===== src/rtl/pdc_pkg.sv =====
package pdc_pkg;
  localparam int M_W    = 10;
  localparam int NA_W   = 3;
  localparam int BYTE_W = 8;

  typedef struct packed {
    logic [M_W-1:0]  m;
    logic [NA_W-1:0] na;
    logic            n;
    logic            p;
  } div_cfg_t;

  function automatic logic [BYTE_W-1:0] pack_lo(div_cfg_t c);
    return c.m[BYTE_W-1:0];
  endfunction

  function automatic logic [BYTE_W-1:0] pack_hi(div_cfg_t c);
    return {1'b0, c.p, c.n, c.na, c.m[M_W-1:BYTE_W]};
  endfunction

  function automatic div_cfg_t unpack(logic [BYTE_W-1:0] lo, logic [BYTE_W-1:0] hi);
    div_cfg_t c;
    c.m  = {hi[1:0], lo};
    c.na = hi[4:2];
    c.n  = hi[5];
    c.p  = hi[6];
    return c;
  endfunction
endpackage


===== src/rtl/pdc_wr_decode.sv =====
module pdc_wr_decode #(
  parameter int          ADDR_W   = 8,
  parameter int          DATA_W   = 8,
  parameter [ADDR_W-1:0] A_LO     = 8'h00,
  parameter [ADDR_W-1:0] A_HI     = 8'h01,
  parameter [ADDR_W-1:0] A_CMD    = 8'hF0,
  parameter [DATA_W-1:0] C_LOAD   = 8'h01,
  parameter [DATA_W-1:0] C_GET    = 8'h02,
  parameter [DATA_W-1:0] C_INC    = 8'h03,
  parameter [DATA_W-1:0] C_DEC    = 8'h04
) (
  input  logic              clk,
  input  logic              mr_n,
  input  logic              wr_en,
  input  logic [ADDR_W-1:0] wr_addr,
  input  logic [DATA_W-1:0] wr_data,
  output logic              wr_lo,
  output logic              wr_hi,
  output logic              do_load,
  output logic              do_get,
  output logic              do_inc,
  output logic              do_dec
);
  logic live, cmd;

  always_comb begin
    live    = wr_en && mr_n;
    cmd     = live && (wr_addr == A_CMD);
    wr_lo   = live && (wr_addr == A_LO);
    wr_hi   = live && (wr_addr == A_HI);
    do_load = cmd && (wr_data == C_LOAD);
    do_get  = cmd && (wr_data == C_GET);
    do_inc  = cmd && (wr_data == C_INC);
    do_dec  = cmd && (wr_data == C_DEC);
  end


  strobe_onehot_chk: assert property (@(posedge clk)
    $onehot0({wr_lo, wr_hi, do_load, do_get, do_inc, do_dec}));
endmodule


===== src/rtl/pdc_stage.sv =====
module pdc_stage
  import pdc_pkg::*;
#(
  parameter int DATA_W = BYTE_W
) (
  input  logic              clk,
  input  logic              mr_n,
  input  logic              wr_lo,
  input  logic              wr_hi,
  input  logic              do_get,
  input  logic [DATA_W-1:0] wdata,
  input  div_cfg_t          act,
  output logic [DATA_W-1:0] stg_lo,
  output logic [DATA_W-1:0] stg_hi
);
  always_ff @(posedge clk) begin
    if (!mr_n) begin
      stg_lo <= '0;
      stg_hi <= '0;
    end else if (do_get) begin
      stg_lo <= pack_lo(act);
      stg_hi <= pack_hi(act);
    end else begin
      if (wr_lo) stg_lo <= wdata;
      if (wr_hi) stg_hi <= {1'b0, wdata[DATA_W-2:0]};
    end
  end


  stage_clear_chk: assert property (@(posedge clk)
    !mr_n |=> (stg_lo == '0 && stg_hi == '0));

  stage_hi_store_chk: assert property (@(posedge clk) disable iff (!mr_n)
    wr_hi |=> (stg_hi == {1'b0, $past(wdata[DATA_W-2:0])}));

  stage_get_chk: assert property (@(posedge clk) disable iff (!mr_n)
    do_get |=> (stg_lo == pack_lo($past(act)) && stg_hi == pack_hi($past(act))));
endmodule


===== src/rtl/pdc_active.sv =====
module pdc_active
  import pdc_pkg::*;
#(
  parameter int DATA_W = BYTE_W
) (
  input  logic              clk,
  input  logic              mr_n,
  input  div_cfg_t          pins,
  input  logic              do_load,
  input  logic              do_inc,
  input  logic              do_dec,
  input  logic [DATA_W-1:0] stg_lo,
  input  logic [DATA_W-1:0] stg_hi,
  output div_cfg_t          cfg
);
  localparam logic [M_W-1:0] M_MAX = '1;
  localparam logic [M_W-1:0] M_ONE = {{(M_W-1){1'b0}}, 1'b1};

  always_ff @(posedge clk) begin
    if (!mr_n)        cfg <= pins;
    else if (do_load) cfg <= unpack(stg_lo, stg_hi);
    else if (do_inc)  cfg.m <= (cfg.m == M_MAX) ? cfg.m : cfg.m + M_ONE;
    else if (do_dec)  cfg.m <= (cfg.m == '0) ? cfg.m : cfg.m - M_ONE;
  end


  active_load_chk: assert property (@(posedge clk) disable iff (!mr_n)
    do_load |=> (cfg == unpack($past(stg_lo), $past(stg_hi))));

  inc_sat_chk: assert property (@(posedge clk) disable iff (!mr_n)
    (do_inc && cfg.m == M_MAX) |=> (cfg.m == M_MAX));

  dec_sat_chk: assert property (@(posedge clk) disable iff (!mr_n)
    (do_dec && cfg.m == '0) |=> (cfg.m == '0));

  active_hold_chk: assert property (@(posedge clk) disable iff (!mr_n)
    (!do_load && !do_inc && !do_dec) |=> $stable(cfg));
endmodule


===== src/rtl/pll_div_cfg_ctrl.sv =====
module pll_div_cfg_ctrl
  import pdc_pkg::*;
#(
  parameter int          ADDR_W = 8,
  parameter [ADDR_W-1:0] A_LO   = 8'h00,
  parameter [ADDR_W-1:0] A_HI   = 8'h01,
  parameter [ADDR_W-1:0] A_CMD  = 8'hF0
) (
  input  logic              clk,
  input  logic              mr_n,
  input  logic              wr_en,
  input  logic [ADDR_W-1:0] wr_addr,
  input  logic [BYTE_W-1:0] wr_data,
  input  logic [M_W-1:0]    pin_m,
  input  logic [NA_W-1:0]   pin_na,
  input  logic              pin_n,
  input  logic              pin_p,
  output logic [M_W-1:0]    act_m,
  output logic [NA_W-1:0]   act_na,
  output logic              act_n,
  output logic              act_p,
  output logic [BYTE_W-1:0] stg_lo,
  output logic [BYTE_W-1:0] stg_hi
);
  logic     wr_lo, wr_hi, do_load, do_get, do_inc, do_dec;
  div_cfg_t cfg, pins;

  assign pins = '{m: pin_m, na: pin_na, n: pin_n, p: pin_p};

  pdc_wr_decode #(
    .ADDR_W(ADDR_W), .DATA_W(BYTE_W),
    .A_LO(A_LO), .A_HI(A_HI), .A_CMD(A_CMD)
  ) u_dec (
    .clk(clk), .mr_n(mr_n), .wr_en(wr_en), .wr_addr(wr_addr), .wr_data(wr_data),
    .wr_lo(wr_lo), .wr_hi(wr_hi), .do_load(do_load), .do_get(do_get),
    .do_inc(do_inc), .do_dec(do_dec)
  );

  pdc_stage #(.DATA_W(BYTE_W)) u_stage (
    .clk(clk), .mr_n(mr_n), .wr_lo(wr_lo), .wr_hi(wr_hi), .do_get(do_get),
    .wdata(wr_data), .act(cfg), .stg_lo(stg_lo), .stg_hi(stg_hi)
  );

  pdc_active #(.DATA_W(BYTE_W)) u_act (
    .clk(clk), .mr_n(mr_n), .pins(pins), .do_load(do_load), .do_inc(do_inc),
    .do_dec(do_dec), .stg_lo(stg_lo), .stg_hi(stg_hi), .cfg(cfg)
  );

  assign act_m  = cfg.m;
  assign act_na = cfg.na;
  assign act_n  = cfg.n;
  assign act_p  = cfg.p;
endmodule


===== config.mk =====
export PLATFORM = sky130hd
export DESIGN_NAME = pll_div_cfg_ctrl
export DESIGN_NICKNAME = d
export VERILOG_FILES = /design/src/rtl/pdc_pkg.sv /design/src/rtl/pdc_wr_decode.sv /design/src/rtl/pdc_stage.sv /design/src/rtl/pdc_active.sv /design/src/rtl/pll_div_cfg_ctrl.sv
export SDC_FILE = /design/constraint.sdc
export NUM_CORES = 1
export LEC_CHECK = 0
export BUFFER_PORTS_ARGS = -buffer_cell sky130_fd_sc_hd__buf_2
export CAP_MARGIN = 20
export CORE_MARGIN = 5
export CORE_UTILIZATION = 41
export DETAILED_ROUTE_END_ITERATION = 8
export PLACE_DENSITY = 0.67
export SLEW_MARGIN = 20
export SYNTH_ARGS = -nofsm -noshare
export SYNTH_HDL_FRONTEND = slang
export SYNTH_SLANG_ARGS = --single-unit

===== constraint.sdc =====
create_clock -name clk -period 4.25 [get_ports clk]
set_input_delay 0.85 -clock clk [delete_from_list [all_inputs] [get_ports clk]]
set_output_delay 0.85 -clock clk [all_outputs]
set_load 0.05 [all_outputs]

==> summary.md <==
| Metric | Value |
|---|---|
| Syn. warnings | 0 |
| Post-CTS setup buffers | 0 |
| I/O Pins | 65 |
| Tcrit/Tclk final | 82.8% |
| Hold buffer count at cts | 0 |
| Clock-pin slew on the worst setup and hold paths | 60 ps |
| Startpoint Class | input pin |
| Reg2reg end | u_act.cfg[12] |
| Skew-Pair Late Insertion Delay | 280 ps |
| Core area | 4690 um2 |
| Synthesized Nets | 267 |
| Final setup vio count | 0 |
| Max Fclk | 284 MHz |
| Cell Area, Synth | 1970 um2 |
| Post-route setup slack | 730 ps |
| Total number of vias | 1924 |
| Final hold violations | 0 |
| Seq/Total Area, Yosys | 38.2% |
| Peak VDD IR | 226 uV |
| Beginning of the worst hold path | u_stage.stg_lo[0] |
| Post-Synth Simple-Gate Area | 21.9% |
| Chip width | 79.2 um |
| CTS resizes | 0 |
| MaxCap Viol Count | 0 |
| Post-place setup slack | 466 ps |
| Worst EP required | 4280 ps |
| Total CTS buffers | 5 |
| # port buffers | 63 |
| Synthesized instance count | 224 |
| Count of different cell masters after synthesis | 51 |
| Most common cell after layout, fill and taps aside | buf_2 |
| WL per Instance | 16.1 um |
| Seq. cell area | 751 um2 |
| Fill count | 473 |
| Via-per-instance ratio | 5.61 |
| Outcome | complete, no violations |
| Termination of the worst setup path | u_act.cfg[12] |
| Main synth FF type | edfxtp_1 |
| Worst clock skew | 7.02 ps |
| # diodes | 0 |
| Gpl congestion | 0.870 |
| Most frequent cells in the layout | 63 x buf_2, 24 x nor2_1, 22 x a21oi_1 |
| DRC | 0 |
| P per Cell Area | 311 nW/um2 |
| Top post-synthesis cells by area | edfxtp_1 23%, dfxtp_1 15%, a21oi_1 5.6% |
| Initial antenna violation count | 0 |
| Clk buf depth | 2 |
| Flops & latches, synth | 30 |
| Critical Path Start | wr_addr[1] |
| Root Buffer | clkbuf_8 |
| GRT overflow | 0 |
| Tmin final | 3520 ps |
| Die Area | 6280 um2 |
| Critical Path AT | 3550 ps |
| Relative slew margins | 63.8% |
| All-Layer GR Usage | 17.8% |
| Synth area leader | edfxtp_1 |
| Top-area cell type share of the netlist area | 22.9% |
| Die Height | 79.2 um |
| Setup crit end kind | register |
| Worst r2r path cells | 7 |
| Worst-Margin Slew | 543 ps |
| Number of global-route vias before repair | 1875 |
| Critical path type | in2reg |
| HPWL after detailed placement | 4.24 mm |
| Post-Synth Adder-Cell Area | 6.11% |
| Xor-xnor portion of the synthesized cell area | 1.78% |
| CTS tree | done |
| Starting Density | 41.9% |
| Clock tree sinks | 30 |
| Fin nets | 331 |
| Ratio of cells with drive above 1 in the final layout | 28.7% |
| H-tree levels | 2 |
| Post-synthesis mux area share | 5.41% |
| Area occupied by multi-input gates | 1130 um2 |
| First-pass GRT wire length | 8.85 mm |
| Synth async-reset ratio | 0% |
| Max-slew violations | 0 |
| Type of the most critical hold path | reg2reg |
| Setup TNS | 0 ps |
| First DRT Iteration DRCs | 104 |
| Largest net degree at the start of global routing | 33 |
| Row count | 25 |
| Static Leak | 1.07 nW |
| Largest family of logic cells by synthesized area | compound AO/OA/AOI/OAI gates |
| Number of synthesized flops with an enable pin | 15 |
| Area Growth Syn to Fin | 22.7% |
| Reg-to-Reg Start | u_act.cfg[6] |
| Worst-path maximum fanout | 9 |
| Final antenna-violating net count | 0 |
| R2R Setup Slk | 2010 ps |
| Compound-cell area share of the yosys netlist | 21.9% |
| Routed WL | 5.51 mm |
| Mean Syn Cell Area | 8.78 um2 |
| DR pass1 iterations | 4 |
| RSZ-0062 raised after global routing | no |
[cell type report]
type | count | share of cell area, %
Clock buffer | 7 | 3.58
Clock inverter | 1 | 0.208
Inverter | 12 | 1.87
Multi-Input combinational cell | 174 | 46.7
Sequential cell | 30 | 31.1
Tap cell | 54 | 2.80
Timing Repair Buffer | 65 | 13.7
[report_power, final]
group	internal (mW)	total, mW	switching, mW
combinational	0.0612	0.172	0.111
sequential	0.320	0.338	0.0172
clock	0.131	0.239	0.108
total	0.512	0.749	0.237
[worst min-delay path by stage]
stage,end,slack (ps),cells after the start
after CTS,u_stage.stg_lo[2],480,2
after global placement,u_stage.stg_lo[2],460,2
after floorplan,u_stage.stg_lo[0],680,2
after detailed placement,u_stage.stg_lo[2],470,2
after global routing,u_stage.stg_lo[5],500,2
final,u_stage.stg_lo[0],480,2
[metal layers]
layer | up-vias | track usage [%] | routed length [um]
li1 | 967 | - | -
met1 | 901 | 23.0 | 2440
met2 | 54 | 29.0 | 2730
met3 | 2 | 4.65 | 321
met4 | 0 | 5.67 | 27
met5 | - | 0 | 0
[critical path, stage by stage]
cell and delay [ps]:
buf_2 110, nor4b_4 390, and4_1 260, nand2_1 80, or2_2 380, ha_1 320, a211oi_1 300, o21bai_1 150
a21oi_1 240, a21oi_1 130, mux2i_1 140, a22o_1 180
[state kept, by name, indices dropped and copies added (netlist names)]
| register | cells |
|---|---|
| u_act.cfg | 15 |
| u_stage.stg_lo | 8 |
| u_stage.stg_hi | 7 |
[through the flow]
step           hold WS, ps  instance area (um2)  total power, mW  std cells  utilization [%]
6_report               477                 2410            0.749        343             51.4
5_1_grt                500                 2410            0.791        343             51.4
4_1_cts                485                 2410            0.756        343             51.4
3_5_place_dp           465                 2320            0.516        335             49.4
3_3_place_gp           462                 2320            0.515        335             49.4
2_1_floorplan          678                 1970            0.463        224                -
[cells in the mapped netlist (8+ instances only)]
cell and instances:
a22oi_1 8, nand2_1 16, ha_1 8, dfxtp_1 15, o21ai_0 15, edfxtp_1 15
nor2_1 24, nand3_1 9, inv_1 11, a21oi_1 22
[kinds of logic after synthesis]
| kind of cell | count (synthesis) |
|---|---|
| other | 1 |
| adders and majority gates | 9 |
| AOI/OAI and AO/OA | 69 |
| buffers and inverters | 20 |
| DFF | 30 |
| and+or+nand+nor | 81 |
| muxes | 10 |
| xor gates and xnor gates | 4 |
No activity file was read; power rests on OpenSTA's default activity.
